**config.mk**
```make
export PLATFORM = sky130hd
export DESIGN_NAME = frame_irq_regs
export DESIGN_NICKNAME = d
export VERILOG_FILES = /design/src/rtl/frm_irq_pkg.sv /design/src/rtl/frm_irq_decode.sv /design/src/rtl/frm_irq_bank.sv /design/src/rtl/frm_counter.sv /design/src/rtl/frame_irq_regs.sv
export SDC_FILE = /design/constraint.sdc
export NUM_CORES = 1
export LEC_CHECK = 0
export ABC_AREA = 1
export BUFFER_PORTS_ARGS = -buffer_cell sky130_fd_sc_hd__buf_2
export CORE_ASPECT_RATIO = 1.2
export CORE_MARGIN = 2
export CORE_UTILIZATION = 63
export DETAILED_ROUTE_END_ITERATION = 12
export GPL_TIMING_DRIVEN = 0
export PLACE_DENSITY = 0.86
export SLEW_MARGIN = 20
export SYNTH_ARGS = -nofsm -noshare
export SYNTH_HDL_FRONTEND = slang
export SYNTH_HIERARCHICAL = 1
export SYNTH_SLANG_ARGS = --single-unit
export TNS_END_PERCENT = 50
```
**constraint.sdc**
```tcl
create_clock -name clk -period 3.8 [get_ports clk]
set_input_delay 0.19 -clock clk [delete_from_list [all_inputs] [get_ports clk]]
set_output_delay 0.19 -clock clk [all_outputs]
set_load 0.03 [all_outputs]
```
**src/rtl/frm_irq_pkg.sv**
```systemverilog
package frm_irq_pkg;
    localparam int unsigned DEF_DATA_W  = 32;
    localparam int unsigned DEF_NUM_SRC = 8;
    localparam int unsigned DEF_ADDR_W  = 8;
    // registers are spaced 16 bytes apart
    localparam int unsigned WORD_SHIFT  = 4;
    localparam int unsigned IDX_CTRL    = 0;
    localparam int unsigned IDX_COUNT   = 4;
    localparam int unsigned IDX_MATCH   = 5;

    typedef enum logic [1:0] {
        SEL_NONE,
        SEL_CTRL,
        SEL_COUNT,
        SEL_MATCH
    } reg_sel_e;
endpackage

```
**src/rtl/frm_irq_decode.sv**
```systemverilog
module frm_irq_decode
    import frm_irq_pkg::*;
#(
    parameter int unsigned ADDR_W = DEF_ADDR_W
) (
    input  logic [ADDR_W-1:0] addr,
    output reg_sel_e          sel
);
    localparam int unsigned IDX_W = ADDR_W - WORD_SHIFT;

    logic [IDX_W-1:0] idx;
    assign idx = addr[ADDR_W-1:WORD_SHIFT];

    always_comb begin
        sel = SEL_NONE;
        if (idx == IDX_W'(IDX_CTRL))       sel = SEL_CTRL;
        else if (idx == IDX_W'(IDX_COUNT)) sel = SEL_COUNT;
        else if (idx == IDX_W'(IDX_MATCH)) sel = SEL_MATCH;
    end
endmodule

```
**src/rtl/frm_irq_bank.sv**
```systemverilog
module frm_irq_bank #(
    parameter int unsigned NUM_SRC = 8
) (
    input  logic               clk,
    input  logic               rst_n,
    input  logic               wr,
    input  logic [NUM_SRC-1:0] wr_en_bits,
    input  logic [NUM_SRC-1:0] wr_clr,
    input  logic [NUM_SRC-1:0] set,
    output logic [NUM_SRC-1:0] en,
    output logic [NUM_SRC-1:0] pend,
    output logic               irq
);
    typedef struct packed {
        logic [NUM_SRC-1:0] en;
        logic [NUM_SRC-1:0] pend;
    } bank_t;

    bank_t st_d, st_q;

    always_comb begin
        st_d = st_q;
        if (wr) begin
            st_d.en   = wr_en_bits;
            st_d.pend = st_q.pend & ~wr_clr;
        end
        // a strobe outranks a clear in the same cycle
        st_d.pend = st_d.pend | set;
    end

    always_ff @(posedge clk or negedge rst_n) begin
        if (!rst_n) st_q <= '0;
        else        st_q <= st_d;
    end

    assign en   = st_q.en;
    assign pend = st_q.pend;
    assign irq  = |(st_q.en & st_q.pend);
endmodule

```
**src/rtl/frm_counter.sv**
```systemverilog
module frm_counter #(
    parameter int unsigned DATA_W = 32
) (
    input  logic              clk,
    input  logic              rst_n,
    input  logic              tick,
    input  logic              ld_cnt,
    input  logic              ld_match,
    input  logic [DATA_W-1:0] wdata,
    output logic [DATA_W-1:0] cnt,
    output logic [DATA_W-1:0] match,
    output logic              hit
);
    typedef struct packed {
        logic [DATA_W-1:0] cnt;
        logic [DATA_W-1:0] match;
    } fc_t;

    fc_t fc_d, fc_q;

    always_comb begin
        fc_d = fc_q;
        if (ld_cnt)    fc_d.cnt = wdata;
        else if (tick) fc_d.cnt = fc_q.cnt + DATA_W'(1);
        if (ld_match)  fc_d.match = wdata;
        // edge-type match: only when the count moves onto the match value
        hit = (fc_d.cnt != fc_q.cnt) && (fc_d.cnt == fc_q.match);
    end

    always_ff @(posedge clk or negedge rst_n) begin
        if (!rst_n) fc_q <= '0;
        else        fc_q <= fc_d;
    end

    assign cnt   = fc_q.cnt;
    assign match = fc_q.match;
endmodule

```
**src/rtl/frame_irq_regs.sv**
```systemverilog
module frame_irq_regs
    import frm_irq_pkg::*;
#(
    parameter int unsigned DATA_W  = DEF_DATA_W,
    parameter int unsigned NUM_SRC = DEF_NUM_SRC,
    parameter int unsigned ADDR_W  = DEF_ADDR_W
) (
    input  logic               clk,
    input  logic               rst_n,
    input  logic [ADDR_W-1:0]  bus_addr,
    input  logic               bus_wr,
    input  logic [DATA_W-1:0]  bus_wdata,
    output logic [DATA_W-1:0]  bus_rdata,
    input  logic [NUM_SRC-1:0] evt_in,
    input  logic               frame_tick,
    output logic               irq_o
);
    localparam int unsigned PAIR_LSB  = DATA_W - 2 * NUM_SRC;
    localparam int unsigned FRAME_SRC = NUM_SRC - 1;

    reg_sel_e           sel;
    logic [NUM_SRC-1:0] wen_bits, wclr_bits, set_vec, en_w, pend_w;
    logic [DATA_W-1:0]  ctrl_word, cnt_w, match_w;
    logic               hit;

    frm_irq_decode #(.ADDR_W(ADDR_W)) i_decode (
        .addr (bus_addr),
        .sel  (sel)
    );

    for (genvar k = 0; k < NUM_SRC; k++) begin : g_pair
        assign wen_bits[k]              = bus_wdata[PAIR_LSB + 2*k + 1];
        assign wclr_bits[k]             = bus_wdata[PAIR_LSB + 2*k];
        assign ctrl_word[PAIR_LSB+2*k+1] = en_w[k];
        assign ctrl_word[PAIR_LSB+2*k]   = pend_w[k];
    end
    if (PAIR_LSB > 0) begin : g_low
        assign ctrl_word[PAIR_LSB-1:0] = '0;
    end

    assign set_vec = evt_in | (NUM_SRC'(hit) << FRAME_SRC);

    frm_irq_bank #(.NUM_SRC(NUM_SRC)) i_bank (
        .clk        (clk),
        .rst_n      (rst_n),
        .wr         (bus_wr && sel == SEL_CTRL),
        .wr_en_bits (wen_bits),
        .wr_clr     (wclr_bits),
        .set        (set_vec),
        .en         (en_w),
        .pend       (pend_w),
        .irq        (irq_o)
    );

    frm_counter #(.DATA_W(DATA_W)) i_counter (
        .clk      (clk),
        .rst_n    (rst_n),
        .tick     (frame_tick),
        .ld_cnt   (bus_wr && sel == SEL_COUNT),
        .ld_match (bus_wr && sel == SEL_MATCH),
        .wdata    (bus_wdata),
        .cnt      (cnt_w),
        .match    (match_w),
        .hit      (hit)
    );

    always_comb begin
        case (sel)
            SEL_CTRL:  bus_rdata = ctrl_word;
            SEL_COUNT: bus_rdata = cnt_w;
            SEL_MATCH: bus_rdata = match_w;
            default:   bus_rdata = '0;
        endcase
    end
endmodule

```
==> results.md <==
- Clock latency at the later pin of the worst-skew pair: between 0.3 and 0.4 ns
- Number of synthesized register bits: 80
- IO Pins: 85
- Clock root buffer: sky130_fd_sc_hd__clkbuf_16
- Cell taking the most area after synthesis: sky130_fd_sc_hd__dfrtp_1
- Synthesized instance count: just under 1k
- Total die area: approximately 0.011 sq mm
- Total of buffers placed on input and output ports: between 70 and 80
- Clock skew after layout: 0.00843 ns
- GRT Total Usage: a little under two fifths
- Max-cap violations: 0
- Core Box Area: around 0.0095 sq mm
- DRT iter0 DRCs: ~520
- Synthesized netlist net count: approximately 1.0k
- Tightest Pin Transition: between 0.7 and 0.8 ns
- Number of cells on the worst hold path: 2
- Yosys top cell area share: between 30% and 40%
- Post-detailed-placement cell area: 0.00672 sq mm
- Area of all placed cells without fillers: 0.00707 sq mm
- Fraction of the core area covered by cells at the end of the flow: about three quarters
- Layout fillers: between 800 and 900
- Multi-input logic area: around 0.0035 sq mm
- Routability congestion estimate: roughly 1
- Count of antenna-violating nets left after detailed routing: 0
- CTS tree: built
- Height of the die: 112 um
- Peak supply drop: 0.298 mV
- Hold Worst Slack: about 0.03 ns
- Number of placement rows: 39
- Worst setup slack after placement: -0.0440 ns
- Crit path capture type: flip-flop
- Crit path setup slack, layout: 0.357 ns
- Clock transition at the registers of the reported paths: about 0.06 ns
- Nets: 1139
- Cell count of the worst reg-to-reg path: 16
- Worst-case headroom to the max-slew limit: between 50% and 60%
- Share of cells above drive strength 1: roughly 16%
- Final cycle utilization of the critical path: around 90%
- Number of failing setup endpoints in the final timing report: 0
- Level count of the clock H-tree: 3
- GRT overflow: 0
- Largest net degree at the start of global routing: 52
- Critical path required time: roughly 4 ns
- Arrival time at the worst endpoint: between 3 and 4 ns
- Average vias per placed instance: 5.60
- Via count of the first global-routing pass: 6432
- Lkg Pwr: 3.76 nW
- Number of buffers inserted during clock tree synthesis: 9
- Final routed DRC violation total: 0
- Clock sink count: 80
- Post-detailed-placement half-perimeter wirelength: between 15 and 20 mm
- Final-report hold violation count: 0
- Number of pins with negative max-slew slack in the final report: 0
- DIE WIDTH: 94.2 um
- Outcome: finished, final reports clean
- Total wire length: 19.5 mm
- Number of synthesis warnings: 6
- Initial core utilization: about 65%
- Unique cell type count in the Yosys netlist: 31
- Highest net fanout along the worst path: 10
- Diodes inserted: 0
- Layout area overhead: 14.9%
- Global-route wire length before repair: around 31 mm
- Pwr per Cell Area: 508 mW/mm^2
- Worst hold path type: input port to flip-flop
- Mean cell area of the mapped netlist: 6.19 sq um
- Max Fclk: 290 MHz
- Wire length per cell after detailed routing: between 15 and 20 um
- Buffer depth of the longest clock path: 2
- Critical path launch point type: input port
- Share of synthesized area occupied by flip-flops and latches: between 30 and 40%
- Postcts setup bufs: 0
- Most area-consuming cells after synthesis: sky130_fd_sc_hd__dfrtp_1 (33%), sky130_fd_sc_hd__nand2_1 (22%), sky130_fd_sc_hd__nand3_1 (14%)
- Initial antenna violation count: 0
- Storage element area: between 0.002 and 0.0025 sq mm
- Count of vias placed by the detailed router: approximately 6.8k
- Syn Std Cell Area: 0.00615 sq mm
- Type of the worst setup path: input port to flip-flop
- Unrepaired setup endpoints after global routing: no
- Detailed Routing Iterations Pass 1: 6
- Tmin final: 3.44 ns
report_power, final:
group | internal, mW | switching [mW]
Combinational | 0.427 | 0.862
Clock | 0.613 | 0.357
Sequential | 1.05 | 0.279
Total | 2.09 | 1.50
per-stage QoR:
stage,instances,setup TNS (ns),power [mW]
floorplan,994,0,2.21
global placement,1196,-0.0938,2.56
detailed placement,1197,-0.0440,2.59
CTS,1214,0,3.57
global route,1214,0,3.84
finish,1214,0,3.59
registers in the layout, indices dropped and copies added, names as in the netlist:
name / count
i_bank/pend: 8
i_counter/match: 32
i_counter/cnt: 32
i_bank/en: 8
critical path: stages:
cell and delay [ns]:
sky130_fd_sc_hd__buf_2 0.11, sky130_fd_sc_hd__nor3b_2 0.19, sky130_fd_sc_hd__buf_6 0.16, sky130_fd_sc_hd__inv_4 0.08, sky130_fd_sc_hd__buf_4 0.18, sky130_fd_sc_hd__nor3_2 0.33
sky130_fd_sc_hd__clkbuf_2 0.39, sky130_fd_sc_hd__clkbuf_1 0.52, sky130_fd_sc_hd__nand2_1 0.18, sky130_fd_sc_hd__o211ai_1 0.13, sky130_fd_sc_hd__nand2_1 0.10, sky130_fd_sc_hd__nor2_1 0.10
sky130_fd_sc_hd__nand3_1 0.14, sky130_fd_sc_hd__nor2_1 0.15, sky130_fd_sc_hd__nand2_1 0.07, sky130_fd_sc_hd__nor2_1 0.13, sky130_fd_sc_hd__nor2_1 0.08, sky130_fd_sc_hd__or2_2 0.29
sky130_fd_sc_hd__a21o_1 0.15
cells in the final DEF, fill, tap and decap left out, drive strengths merged:
cell type | synthesis | routed
or2 | 28 | 28
a21oi | 2 | 2
nor3 | 4 | 4
buf | 18 | 98
nand4 | 10 | 10
o211ai | 10 | 10
inv | 125 | 125
clkinv | 0 | 1
a211oi | 1 | 1
bufinv | 0 | 2
clkinvlp | 0 | 1
nor2 | 89 | 89
o21ai | 48 | 48
o21bai | 1 | 1
nand3 | 179 | 179
nor3b | 1 | 1
dlygate4sd3 | 0 | 1
xor2 | 5 | 5
clkbuf | 12 | 24
nand2 | 370 | 370
a21o | 8 | 8
ha | 1 | 1
dfrtp | 80 | 80
nand3b | 2 | 2
synth_stat cells:
cell type and count:
sky130_fd_sc_hd__inv_4 2, sky130_fd_sc_hd__a211oi_1 1, sky130_fd_sc_hd__dfrtp_1 80, sky130_fd_sc_hd__nand2_2 8, sky130_fd_sc_hd__or2_2 28, sky130_fd_sc_hd__clkbuf_1 12
sky130_fd_sc_hd__o21ai_1 2, sky130_fd_sc_hd__ha_1 1, sky130_fd_sc_hd__a21oi_1 2, sky130_fd_sc_hd__nor3_2 2, sky130_fd_sc_hd__inv_1 119, sky130_fd_sc_hd__buf_6 6
sky130_fd_sc_hd__a21o_1 8, sky130_fd_sc_hd__o21ai_0 46, sky130_fd_sc_hd__nor2_4 5, sky130_fd_sc_hd__nand4_1 10, sky130_fd_sc_hd__nor2_1 75, sky130_fd_sc_hd__nand3_1 173
sky130_fd_sc_hd__inv_2 4, sky130_fd_sc_hd__nand3_2 6, sky130_fd_sc_hd__buf_2 9, sky130_fd_sc_hd__buf_4 3, sky130_fd_sc_hd__o21bai_1 1, sky130_fd_sc_hd__nand3b_1 2
sky130_fd_sc_hd__nor2_8 1, sky130_fd_sc_hd__nor2_2 8, sky130_fd_sc_hd__nor3_1 2, sky130_fd_sc_hd__nor3b_2 1, sky130_fd_sc_hd__o211ai_1 10, sky130_fd_sc_hd__nand2_1 362
sky130_fd_sc_hd__xor2_1 5
path summary, 6_finish.rpt:
path                       slack, ns                          to                        from
hold / removal                  0.03    i_bank/pend[0]$_DFF_PN0_                   evt_in[0]
setup reg to reg                0.77    i_bank/pend[7]$_DFF_PN0_  i_counter/cnt[0]$_DFF_PN0_
min in group asynchronous       0.43    i_bank/pend[4]$_DFF_PN0_                       rst_n
hold reg to reg                 0.53    i_bank/pend[0]$_DFF_PN0_    i_bank/pend[0]$_DFF_PN0_
setup / recovery                0.36    i_bank/pend[7]$_DFF_PN0_                 bus_addr[5]
max in group asynchronous       2.76  i_counter/cnt[3]$_DFF_PN0_                       rst_n
cell type report:
| type | instances | area share, % |
|---|---|---|
| Buffer | 30 | 2.57 |
| Clock buffer | 12 | 3.63 |
| Clock inverter | 4 | 1.08 |
| Inverter | 125 | 6.71 |
| Multi-Input combinational cell | 759 | 49.5 |
| Sequential cell | 80 | 28.3 |
| Tap cell | 123 | 2.18 |
| Timing Repair Buffer | 81 | 6.06 |
cells by family (layout without fill, tap and decap cells):
logic type | count (synthesis) | count (layout) | share of synthesized area, %
XOR/XNOR | 5 | 5 | 0.712
buffers and inverters | 155 | 252 | 10.6
AO/OA/AOI/OAI | 70 | 70 | 6.51
AND/OR/NAND/NOR | 683 | 683 | 49.4
adder cells (fa/ha/maj) | 1 | 1 | 0.203
flip-flops | 80 | 80 | 32.5
what timing repair did:
item,4_1_cts,5_1_grt
hold buffers,1,0
endpoints found under the setup margin,0,1
endpoints found under the hold margin,50,0
resized for setup,0,2
metal layers:
| layer | track usage, % | wire length [um] | vias up |
|---|---|---|---|
| li1 | - | - | 3341 |
| met1 | 44.9 | 7240 | 3066 |
| met2 | 66.0 | 9690 | 315 |
| met3 | 6.11 | 1430 | 72 |
| met4 | 21.1 | 1130 | 0 |
| met5 | 0 | 0 | - |
(Power assumes the default switching activity.)
